**src/rtl/smc_idle_pkg.sv**
```systemverilog
package smc_idle_pkg;

  typedef enum logic [1:0] {
    IDL_RUN   = 2'd0,
    IDL_DRAIN = 2'd1,
    IDL_ACK   = 2'd2,
    IDL_WAKE  = 2'd3
  } idl_state_e;

  // gate request for the next cycle: only with gating on and no activity
  function automatic logic gate_next(input logic auto_en,
                                     input logic pend,
                                     input logic busy);
    return auto_en & ~pend & ~busy;
  endfunction

  // idle handshake transition
  function automatic idl_state_e idl_next(input idl_state_e s,
                                          input logic ireq,
                                          input logic ack_en,
                                          input logic busy,
                                          input logic ready);
    idl_state_e n;
    n = s;
    unique case (s)
      IDL_RUN:   if (ireq && ack_en) n = IDL_DRAIN;
      IDL_DRAIN: begin
        if (!ireq || !ack_en) n = IDL_RUN;
        else if (!busy)       n = IDL_ACK;
      end
      IDL_ACK:   if (!ireq) n = IDL_WAKE;
      IDL_WAKE: begin
        if (ireq)       n = IDL_DRAIN;
        else if (ready) n = IDL_RUN;
      end
      default:   n = IDL_RUN;
    endcase
    return n;
  endfunction

endpackage

```
**src/rtl/smc_cfg_regs.sv**
```systemverilog
module smc_cfg_regs #(
  parameter int DLY_W = 8
) (
  input  logic             clk,
  input  logic             rst_n,
  input  logic             we,
  input  logic             autogate_d,
  input  logic             idleack_d,
  input  logic [DLY_W-1:0] dly_d,
  output logic             autogate_q,
  output logic             idleack_q,
  output logic [DLY_W-1:0] dly_q
);

  localparam logic [DLY_W-1:0] DLY_RST = '0;

  always_ff @(posedge clk) begin
    if (!rst_n) begin
      autogate_q <= 1'b0;
      idleack_q  <= 1'b0;
      dly_q      <= DLY_RST;
    end else if (we) begin
      autogate_q <= autogate_d;
      idleack_q  <= idleack_d;
      dly_q      <= dly_d;
    end
  end

endmodule

```
**src/rtl/smc_autogate.sv**
```systemverilog
module smc_autogate
  import smc_idle_pkg::*;
(
  input  logic clk,
  input  logic rst_n,
  input  logic auto_en,
  input  logic pend,
  input  logic busy,
  output logic gated_q
);

  logic gate_d;

  assign gate_d = gate_next(auto_en, pend, busy);

  always_ff @(posedge clk) begin
    if (!rst_n) gated_q <= 1'b0;
    else        gated_q <= gate_d;
  end

endmodule

```
**src/rtl/smc_idle_fsm.sv**
```systemverilog
module smc_idle_fsm
  import smc_idle_pkg::*;
(
  input  logic       clk,
  input  logic       rst_n,
  input  logic       ireq,
  input  logic       ack_en,
  input  logic       busy,
  input  logic       ready,
  output idl_state_e state_q,
  output logic       ack,
  output logic       in_run
);

  idl_state_e state_d;

  assign state_d = idl_next(state_q, ireq, ack_en, busy, ready);

  always_ff @(posedge clk) begin
    if (!rst_n) state_q <= IDL_RUN;
    else        state_q <= state_d;
  end

  assign ack    = (state_q == IDL_ACK);
  assign in_run = (state_q == IDL_RUN);

endmodule

```
**src/rtl/smc_wake_timer.sv**
```systemverilog
module smc_wake_timer #(
  parameter int DLY_W = 8
) (
  input  logic             clk,
  input  logic             rst_n,
  input  logic             pin,
  input  logic [DLY_W-1:0] dly,
  output logic             load,
  output logic             ready
);

  localparam logic [DLY_W-1:0] CNT_ZERO = '0;
  localparam logic [DLY_W-1:0] CNT_ONE  = {{(DLY_W-1){1'b0}}, 1'b1};

  logic             pin_q;
  logic [DLY_W-1:0] cnt_q;

  assign load = pin & ~pin_q;

  always_ff @(posedge clk) begin
    if (!rst_n) begin
      pin_q <= 1'b0;
      cnt_q <= CNT_ZERO;
    end else begin
      pin_q <= pin;
      if (load)                  cnt_q <= dly;
      else if (cnt_q != CNT_ZERO) cnt_q <= cnt_q - CNT_ONE;
    end
  end

  assign ready = pin_q & (cnt_q == CNT_ZERO);

endmodule

```
**src/rtl/smc_idle_ctrl.sv**
```systemverilog
module smc_idle_ctrl
  import smc_idle_pkg::*;
#(
  parameter int DLY_W = 8
) (
  input  logic             clk,
  input  logic             rst_n,
  input  logic             cfg_we,
  input  logic             cfg_autogate,
  input  logic             cfg_idleack,
  input  logic [DLY_W-1:0] cfg_wake_dly,
  input  logic             req_pending,
  input  logic             acc_busy,
  input  logic             idle_req,
  input  logic             flash_rst_n,
  output logic             clk_en,
  output logic             idle_ack,
  output logic             wake_ready,
  output logic             req_accept
);

  // named internal events, visible to the bound checker
  logic             autogate_on;
  logic             idleack_on;
  logic [DLY_W-1:0] wake_dly_q;
  logic             gated;
  logic             pin_load;
  logic             run_mode;
  idl_state_e       idl_state;

  smc_cfg_regs #(.DLY_W(DLY_W)) u_cfg (
    .clk        (clk),
    .rst_n      (rst_n),
    .we         (cfg_we),
    .autogate_d (cfg_autogate),
    .idleack_d  (cfg_idleack),
    .dly_d      (cfg_wake_dly),
    .autogate_q (autogate_on),
    .idleack_q  (idleack_on),
    .dly_q      (wake_dly_q)
  );

  smc_autogate u_gate (
    .clk     (clk),
    .rst_n   (rst_n),
    .auto_en (autogate_on),
    .pend    (req_pending),
    .busy    (acc_busy),
    .gated_q (gated)
  );

  smc_wake_timer #(.DLY_W(DLY_W)) u_wake (
    .clk   (clk),
    .rst_n (rst_n),
    .pin   (flash_rst_n),
    .dly   (wake_dly_q),
    .load  (pin_load),
    .ready (wake_ready)
  );

  smc_idle_fsm u_fsm (
    .clk     (clk),
    .rst_n   (rst_n),
    .ireq    (idle_req),
    .ack_en  (idleack_on),
    .busy    (acc_busy),
    .ready   (wake_ready),
    .state_q (idl_state),
    .ack     (idle_ack),
    .in_run  (run_mode)
  );

  assign clk_en     = ~gated;
  assign req_accept = req_pending & clk_en & run_mode & wake_ready;

endmodule

```
**config.mk**
```make
export PLATFORM = sky130hd
export DESIGN_NAME = smc_idle_ctrl
export DESIGN_NICKNAME = d
export VERILOG_FILES = /design/src/rtl/smc_idle_pkg.sv /design/src/rtl/smc_cfg_regs.sv /design/src/rtl/smc_autogate.sv /design/src/rtl/smc_idle_fsm.sv /design/src/rtl/smc_wake_timer.sv /design/src/rtl/smc_idle_ctrl.sv
export SDC_FILE = /design/constraint.sdc
export NUM_CORES = 1
export LEC_CHECK = 0
export BUFFER_PORTS_ARGS = -buffer_cell sky130_fd_sc_hd__clkbuf_2
export CAP_MARGIN = 20
export CORE_AREA = 2 2 60 67
export CTS_CLUSTER_DIAMETER = 200
export DETAILED_ROUTE_END_ITERATION = 16
export DIE_AREA = 0 0 62 69
export GPL_TIMING_DRIVEN = 0
export PLACE_DENSITY = 0.45
export SLEW_MARGIN = 20
export SYNTH_ARGS = -nofsm -noshare
export SYNTH_HDL_FRONTEND = slang
export SYNTH_SLANG_ARGS = --single-unit
```
**constraint.sdc**
```tcl
create_clock -name clk -period 2.18 [get_ports clk]
set_input_delay 0.109 -clock clk [delete_from_list [all_inputs] [get_ports clk]]
set_output_delay 0.109 -clock clk [all_outputs]
set_load 0.03 [all_outputs]
```
== After elaboration in Yosys (flattened, before gate mapping) ==
Index checks and enable logic that the tools add are counted.
Word-level totals
  register bits: 22
  bits of input ports: 17
Operators by class
  $add $sub $neg: 1
  equal/unequal tests: 7
  mux-type cells: 9
  bitwise logic cells: 11
  reduce and logical (&&, ||, !) cells: 9
Operators by type and width (count)
  2-to-1 mux 8 bit: 2
  2-to-1 mux 2 bit: 6
  logical NOT 8 bit: 1
  case mux 2 bit (4 select lines): 1
  nonzero test 8 bit: 1
  subtractor 8 x 1 -> 8 bit (second input constant): 1
  bitwise AND 1 bit: 7
  equality test 2 bit (second input constant): 2
  NOT 1 bit: 4
  AND reduction 4 bit: 1
  inequality test 3 x 2 -> 1 bit (second input constant): 1
  inequality test 3 bit (second input constant): 1
  equality test 2 x 1 -> 1 bit (second input constant): 1
  logical NOT 1 bit: 2
  logical NOT 2 bit: 1
  inequality test 2 x 1 -> 1 bit (second input constant): 1
  inequality test 2 bit (second input constant): 1
  nonzero test 2 bit: 1
  logical AND 1 bit: 1
  logical OR 1 bit: 1

== Longest topological paths before layout ==
Gate-level depths: netlist (run 1).
  depth in word-level cells: 5
  mapped depth: 6
  gate-level depth less buffers: 6

== Hierarchy ==
A second synthesis (run 1) with hierarchy kept.
Unflattened totals
  cell total of the unflattened synthesis: 109
  area, all modules: 1036.0 sq um
By module, submodules not included
  smc_wake_timer: instances 1, cells an instance 60, area an instance 504.2 sq um
  smc_cfg_regs: instances 1, cells an instance 31, area an instance 374.1 sq um
  smc_idle_fsm: instances 1, cells an instance 14, area an instance 111.4 sq um
  smc_autogate: instances 1, cells an instance 2, area an instance 32.5 sq um
  smc_idle_ctrl: instances 1, cells an instance 2, area an instance 13.8 sq um

== Worst setup path before layout (run 1) ==
OpenSTA, ideal clock, no wires.
  kind: register -> output
  from: reg u_wake.cnt_q[0]
  to: out req_accept
  arrival: 1676 ps
  required time: 2071 ps
  path slack: 395 ps
  cell stages (with the launch flop): 6
  path buffers: 0
  path through: dfxtp_1 -> inv_1 -> ha_1 -> nor2b_1 -> and4_1 -> and4_1
Between the ends
  cells in the longest elaborated chain, start to end: 3
RTL lines
  start, declared: line smc_wake_timer.sv:16  | logic [DLY_W-1:0] cnt_q;
  start signal, assigned: line smc_wake_timer.sv:26  | if (load) cnt_q <= dly;
  start signal, assigned: line smc_wake_timer.sv:27  | else if (cnt_q != CNT_ZERO) cnt_q <= cnt_q - CNT_ONE;
  logical NOT 8 bit: line smc_wake_timer.sv:31  | assign ready = pin_q & (cnt_q == CNT_ZERO);
  bitwise AND 1 bit: line smc_wake_timer.sv:31
  named net wake_ready: line smc_idle_ctrl.sv:18  | output logic wake_ready,
  bitwise AND 1 bit: line smc_idle_ctrl.sv:74  | assign req_accept = req_pending & clk_en & run_mode & wake_ready;
  end, declared: line smc_idle_ctrl.sv:19  | output logic req_accept
The timed path passes the listed nets, and every way through them passes these cells.

== Final worst setup path (run 1) ==
  from: reg u_wake.cnt_q[0]
  to: out req_accept
Between the ends
  cells in the longest elaborated chain, start to end: 3
RTL lines (line)
  logical NOT 8 bit: smc_wake_timer.sv:31
  bitwise AND 1 bit: smc_wake_timer.sv:31
  bitwise AND 1 bit: smc_idle_ctrl.sv:74
Every way passes these cells.

==> out/metrics.csv, run 1 <==
metric;value;unit
syn avg cell area;9.441;µm²
Remaining DRCs;0;
CTS tree;yes;
largest family of logic cells by synthesized area;simple AND/OR/NAND/NOR gates;
Die Y;69;µm
Routed Antenna Nets;0;
largest area contributor in the netlist;dfxtp_1;
Tmin final;2036;ps
CP endpoint kind;primary output;
Chip Width;62;µm
Leak;0.5109;nW
Fmax achieved;491.1;MHz
drt wl/cell;11.44;µm
Post-Synth Adder-Cell Area;2.410;%
initial antenna violation count;0;
Layout Skew;3.280;ps
ranking of synthesized cells by area;dfxtp_1, mux2i_1, nor2b_1;
pin count of the biggest net entering global routing;13;
non-filler cells, final;183;
Nets;153;
overall power;1.067;mW
syn_nets;129;
VDD IR-drop max;0.3300;mV
Clock transition at path regs;80;ps
utilization after layout;34.78;%
internal reg-to-reg setup slack;440;ps
hold_buf cts;0;
fin. max-slew vios;0;
FP Rows;23;
GRT Total Usage;11.27;%
period utilization;93.41;%
Max-slew headroom;53.47;%
Max Cap Viol;0;
HPWL after DPL;1634;µm
Initial DRC Count;7;
FF-to-FF path depth;4;
TritonCTS buffer count;3;
First-pass DRT Iterations;4;
XOR/XNOR share of the synthesized area;3.373;%
vias per std cell;4.541;
outcome;finished, final reports clean;
Unique masters post-synth;31;
IO Count;21;
mux share of post-synthesis cell area;10.72;%
layout cells sized above 1;21.05;%
P&R area growth vs syn;20.48;%
grt ovf;0;
Max clock buf depth;2;
Initial Util;28.87;%
vias;831;
cts repair resizes;0;
commonest non-fill, non-tap cell in the layout;dfxtp_1;
global-route wire length before repair;3712;µm
Cells after Synth;110;
Yosys warnings;0;
Setup Buffers After CTS;0;
register area share after synthesis;42.41;%
dpl cells;179;
CTS root buf;clkbuf_8;
Power per Cell Area;853.0;mW/mm²
Post-DP Area;0.001196;mm²
post-synth top area share;42.41;%
crit path DAT;1930;ps
Hold Fails Final Rpt;0;
Design Area, Final;0.001251;mm²
Sink Count;22;
Worst Hold Depth;2;
antenna diode count;0;
Hold Crit Class;primary input to register;
worst-skew pair later-pin latency;260;ps
synthesized cell area;0.001038;mm²
Synth Area in Compound Gates;12.77;%
H-tree Lvls;1;
most frequent cells in the layout;dfxtp_1, clkbuf_2, nor2b_1, mux2i_1;
vias in the first global route;834;
port buffer count;19;
placer congestion estimate;0.7283;
critical path type;register to primary output;
die footprint;0.004278;mm²
Setup Total Neg Slack;0;ps
RSZ-0062 raised after global routing;no;
Max FO, Critical Path;5;
Synth Register Bits;22;
core area;0.003597;mm²
Synth Area in Simple Gates;24.70;%
Worst-Margin Slew;698.0;ps
Final Setup Violations;0;
WP data required;2070;ps
Worst setup SP type;register;
routed wire length;2094;µm
cell usage after synthesis (all sizes together):
master and instances:
nor4 1, a31oi 2, a2111oi 1, nor3b 3, nor2 2, nand2b 3
mux2 1, nor2b 12, a31o 1, nor3 4, ha 2, mux2i 10
o21ai 6, and2 2, inv 6, nand2 5, xnor2 4, a21oi 6
dfxtp 22, nor4bb 1, o31a 1, and4 2, o22ai 2, clkbuf 4
or3 2, nand3 1, or4 2, a211oi 1, o21a 1
report_power, final:
group	switching (mW)	total [mW]	leakage, nW	internal (mW)
registers	0.0391	0.481	0.181	0.442
clock network	0.133	0.294	0.0288	0.161
logic	0.146	0.292	0.301	0.145
cell type report:
type | count | area [µm²]
Fill cell | 389 | 2346
Clock buffer | 4 | 55.05
Timing Repair Buffer | 19 | 95.09
Sequential cell | 22 | 440.4
Buffer | 4 | 15.01
Inverter | 6 | 22.52
Tap cell | 50 | 62.56
Multi-Input combinational cell | 78 | 560.5
layer usage:
layer	track usage, %	vias to the layer above	part of all wire [%]
met5	0	-	0
met3	1.689	5	1.9
met4	5.674	0	2.5
met1	14.53	384	48
li1	-	432	-
met2	17.59	10	47
logic make-up (layout without fill, tap and decap cells):
group,count (synthesis),count (layout)
buf+inv,10,33
simple gates,40,40
compound gates,21,21
mux,11,11
flops,22,22
fa+ha+maj,2,2
xor+xnor,4,4
through the flow:
step | hold WS, ps | setup WS (ps)
finish | 18.87 | 143.7
floorplan | 184.7 | 395.1
global placement | 290.4 | 459.9
global route | 5.254 | 25.85
detailed placement | 294.1 | 447.2
CTS | 10.04 | 141.3
flip-flops by register name (all words and copies together) (netlist names), named ones only:
signal / count
u_cfg.idleack_q: 1
u_cfg.autogate_q: 1
u_wake.cnt_q: 8
u_fsm.state_q: 1
u_cfg.dly_q: 8
u_gate.gated_q: 1
u_wake.pin_q: 1
final timing paths:
| kind | startpoint | to |
|---|---|---|
| hold reg to reg | u_cfg.autogate_q | u_gate.gated_q |
| hold / removal | acc_busy | u_gate.gated_q |
| setup / recovery | u_wake.cnt_q[0] | req_accept |
| setup reg to reg | u_wake.cnt_q[3] | u_wake.cnt_q[1] |
worst max-delay path: stages, from the launching register on:
cell and delay (ps):
dfxtp_1 320, inv_1 110, ha_1 170, nor2b_1 330, and4_1 340, and4_1 200, clkbuf_2 200
Note: power is estimated with default switching activity, not from simulation.
==> run 2: changes to the inputs <==
--- a/config.mk
+++ b/config.mk
@@ -5,12 +5,13 @@
 export SDC_FILE = /design/constraint.sdc
 export NUM_CORES = 1
 export LEC_CHECK = 0
+export ABC_AREA = 1
 export BUFFER_PORTS_ARGS = -buffer_cell sky130_fd_sc_hd__clkbuf_2
 export CAP_MARGIN = 20
-export CORE_AREA = 2 2 60 67
+export CORE_AREA = 2 2 61 69
 export CTS_CLUSTER_DIAMETER = 200
 export DETAILED_ROUTE_END_ITERATION = 16
-export DIE_AREA = 0 0 62 69
+export DIE_AREA = 0 0 63 71
 export GPL_TIMING_DRIVEN = 0
 export PLACE_DENSITY = 0.45
 export SLEW_MARGIN = 20
==> out/metrics.csv, run 2 <==
metric;value;unit;change
Setup Total Neg Slack;0;ps;unchanged
Hold Fails Final Rpt;0;;unchanged
Buf/Inv on CP;3;;+1
die footprint;0.004473;mm²;+4.6%
internal reg-to-reg setup slack;730;ps;+290 ps
Hold Crit Class;primary input to register;;
port buffer count;19;;unchanged
global-route wire length before repair;4222;µm;+14%
Chip Width;63;µm;+1.6%
cts repair resizes;0;;unchanged
Cell Chain, Critical Path;inv_1 -> ha_1 -> inv_1 -> nor2_1 -> nand3_1 -> nor2_1 -> clkbuf_2;;
Die Y;71;µm;+2.9%
Fmax achieved;577.2;MHz;+18%
synthesized cell area;0.001097;mm²;+5.7%
RSZ-0062 raised after global routing;no;;
Hold Crit Start;acc_busy;;
Worst path max stage delay;320;ps;-20 ps
layout cells sized above 1;24.42;%;+3.4 points
Yosys warnings;0;;unchanged
worst-skew pair later-pin latency;260;ps;about the same
Remaining DRCs;0;;unchanged
hold_buf cts;0;;unchanged
Synth Register Bits;22;;unchanged
Layout Skew;1.746;ps;-1.535 ps
most common cell in the synthesized netlist;nor2_1;;
Initial Util;28.77;%;-0.097 points
CTS tree;yes;;
syn avg cell area;7.364;µm²;-22%
largest area contributor in the netlist;dfxtp_1;;
antenna diode count;0;;unchanged
FF-to-FF path depth;9;;+5
H-tree Lvls;1;;unchanged
Regs by FF count;u_cfg.dly_q x8, u_wake.cnt_q x8;;
initial antenna violation count;0;;unchanged
ranking of synthesized cells by area;dfxtp_1, nor2_1, nand2_1;;
pin count of the biggest net entering global routing;13;;unchanged
Synth top cells by count;nor2_1, dfxtp_1, nand2_1, inv_1, o21ai_0;;
CTS root buf;clkbuf_8;;
most frequent cells in the layout;nor2_1, dfxtp_1, nand2_1, inv_1, clkbuf_2;;
Post-synth ARST share;0;%;unchanged
Worst Hold Depth;2;;unchanged
vias per std cell;4.246;;-6.5%
Max FO, Critical Path;5;;unchanged
largest delay contributor family on the critical path;simple AND/OR/NAND/NOR gates;;
Setup Buffers After CTS;0;;unchanged
Final Setup Violations;0;;unchanged
prevailing post-synth register cell;dfxtp_1;;
critical path type;register to primary output;;
core area;0.003814;mm²;+6.0%
Routed Antenna Nets;0;;unchanged
TritonCTS buffer count;3;;unchanged
Clock transition at path regs;80;ps;about the same
First-pass DRT Iterations;4;;unchanged
outcome;finished, final reports clean;;
Sink Count;22;;unchanged
Critical-path top delay cell;dfxtp_1;;
routed wire length;2349;µm;+12%
Endpoint, Worst Hold;u_gate.gated_q;;
IO Count;21;;unchanged
VDD IR-drop max;0.3415;mV;+3.5%
Tmin final;1732;ps;-304.0 ps
fin. max-slew vios;0;;unchanged
GRT Total Usage;12.03;%;+0.76 points
Worst setup SP type;register;;
P&R area growth vs syn;19.61;%;
CP endpoint kind;primary output;;
Max Cap Viol;0;;unchanged
period utilization;79.47;%;-14 points
Initial DRC Count;16;;+9
Max clock buf depth;2;;unchanged
overall power;1.534;mW;+44%
Power per Cell Area;1169;mW/mm²;+37%
r2r endpoint;u_fsm.state_q[0];;
Unique masters post-synth;28;;-9.7%
Cells after Synth;149;;+35%
post-synth top area share;40.14;%;-2.3 points
syn_nets;168;;+30%
WP data required;2070;ps;about the same
crit path DAT;1620;ps;-310 ps
commonest non-fill, non-tap cell in the layout;nor2_1;;
vias;951;;+14%
Nets;192;;+25%
Leak;0.6229;nW;+22%
Critical R2R Launch;u_wake.cnt_q[0];;
Max-slew headroom;67.05;%;+14 points
drt wl/cell;10.49;µm;-8.4%
Worst-Margin Slew;494.3;ps;-203.7 ps
register area share after synthesis;40.14;%;-2.3 points
placer congestion estimate;0.8249;;+13%
EDFF count, synth;0;;unchanged
FP Rows;24;;+4.3%
grt ovf;0;;unchanged
vias in the first global route;909;;+9.0%
HPWL after DPL;1812;µm;+11%
fillcell total;419;;+7.7%
-- run 2: cell types whose count changed after synthesis, sizes merged, moves of 3 or more --
cell	delta
nor2	+29
nand2	+18
inv	+18
buf	+3
clkbuf	-3
o21ai	+6
xor2	+6
nor2b	-12
nor3b	-3
mux2i	-10
nand2b	-3
nand3	+9
xnor2	-4
-- run 2: routing by layer --
metal  GRT usage (%)  wire [µm]  up-vias
met3           1.908         87        2
met2           18.56       1119       16
met1           16.04       1106      424
li1                -          -      509
met5               0          0        -
met4           6.667         35        0
-- run 2: how the worst max path moves through the flow --
stage	cells past startpoint	slack [ps]	start	end
floorplan	6	800	u_wake.cnt_q[0]	req_accept
global placement	9	740	u_wake.cnt_q[0]	u_fsm.state_q[0]
detailed placement	9	750	u_wake.cnt_q[0]	u_fsm.state_q[0]
CTS	7	460	u_wake.cnt_q[0]	req_accept
global route	7	180	u_wake.cnt_q[0]	req_accept
finish	7	450	u_wake.cnt_q[0]	req_accept
-- run 2: kinds of logic after synthesis --
logic type / count (synthesis) / share of synthesized area, %
XOR/XNOR: 6 / 4.789
AND/OR/NAND/NOR: 69 / 31.93
flip-flops: 22 / 40.14
adder cells (fa/ha/maj): 2 / 2.280
AO/OA/AOI/OAI: 22 / 11.06
buffers and inverters: 28 / 9.806
-- run 2: cell type report --
cell class                      instances  area, µm²  share of cell area [%]
Inverter                               24      90.09                   6.864
Tap cell                               52      65.06                   4.957
Multi-Input combinational cell         99      549.3                   41.85
Buffer                                  4      17.52                   1.335
Clock buffer                            4      55.05                   4.194
Sequential cell                        22      440.4                   33.56
Timing Repair Buffer                   19      95.09                   7.245
-- run 2: worst reg2reg max path, stage by stage, from the launching register on --
cell	delay [ps]
dfxtp_1	320
inv_1	150
ha_1	170
inv_1	40
nor2_1	150
nand3_1	170
nand2_2	110
nand3_2	80
o21ai_1	130
inv_1	50
-- run 2: power by group --
| group | switching, mW | internal (mW) |
|---|---|---|
| logic | 0.423 | 0.283 |
| registers | 0.0463 | 0.482 |
| clock network | 0.139 | 0.161 |
| total | 0.608 | 0.926 |
-- run 2: metrics by stage --
step	setup WS [ps]	utilization (%)	cell area, µm²	hold slack [ps]	cells
after detailed placement	750.8	32.97	1257	301.0	220
after CTS	460.8	34.42	1313	14.47	224
after global routing	181.9	34.42	1313	8.796	224
final	447.6	34.42	1313	21.39	224
after global placement	744.6	32.97	1257	295.0	220
after floorplan	800.6	-	1097	186.3	149
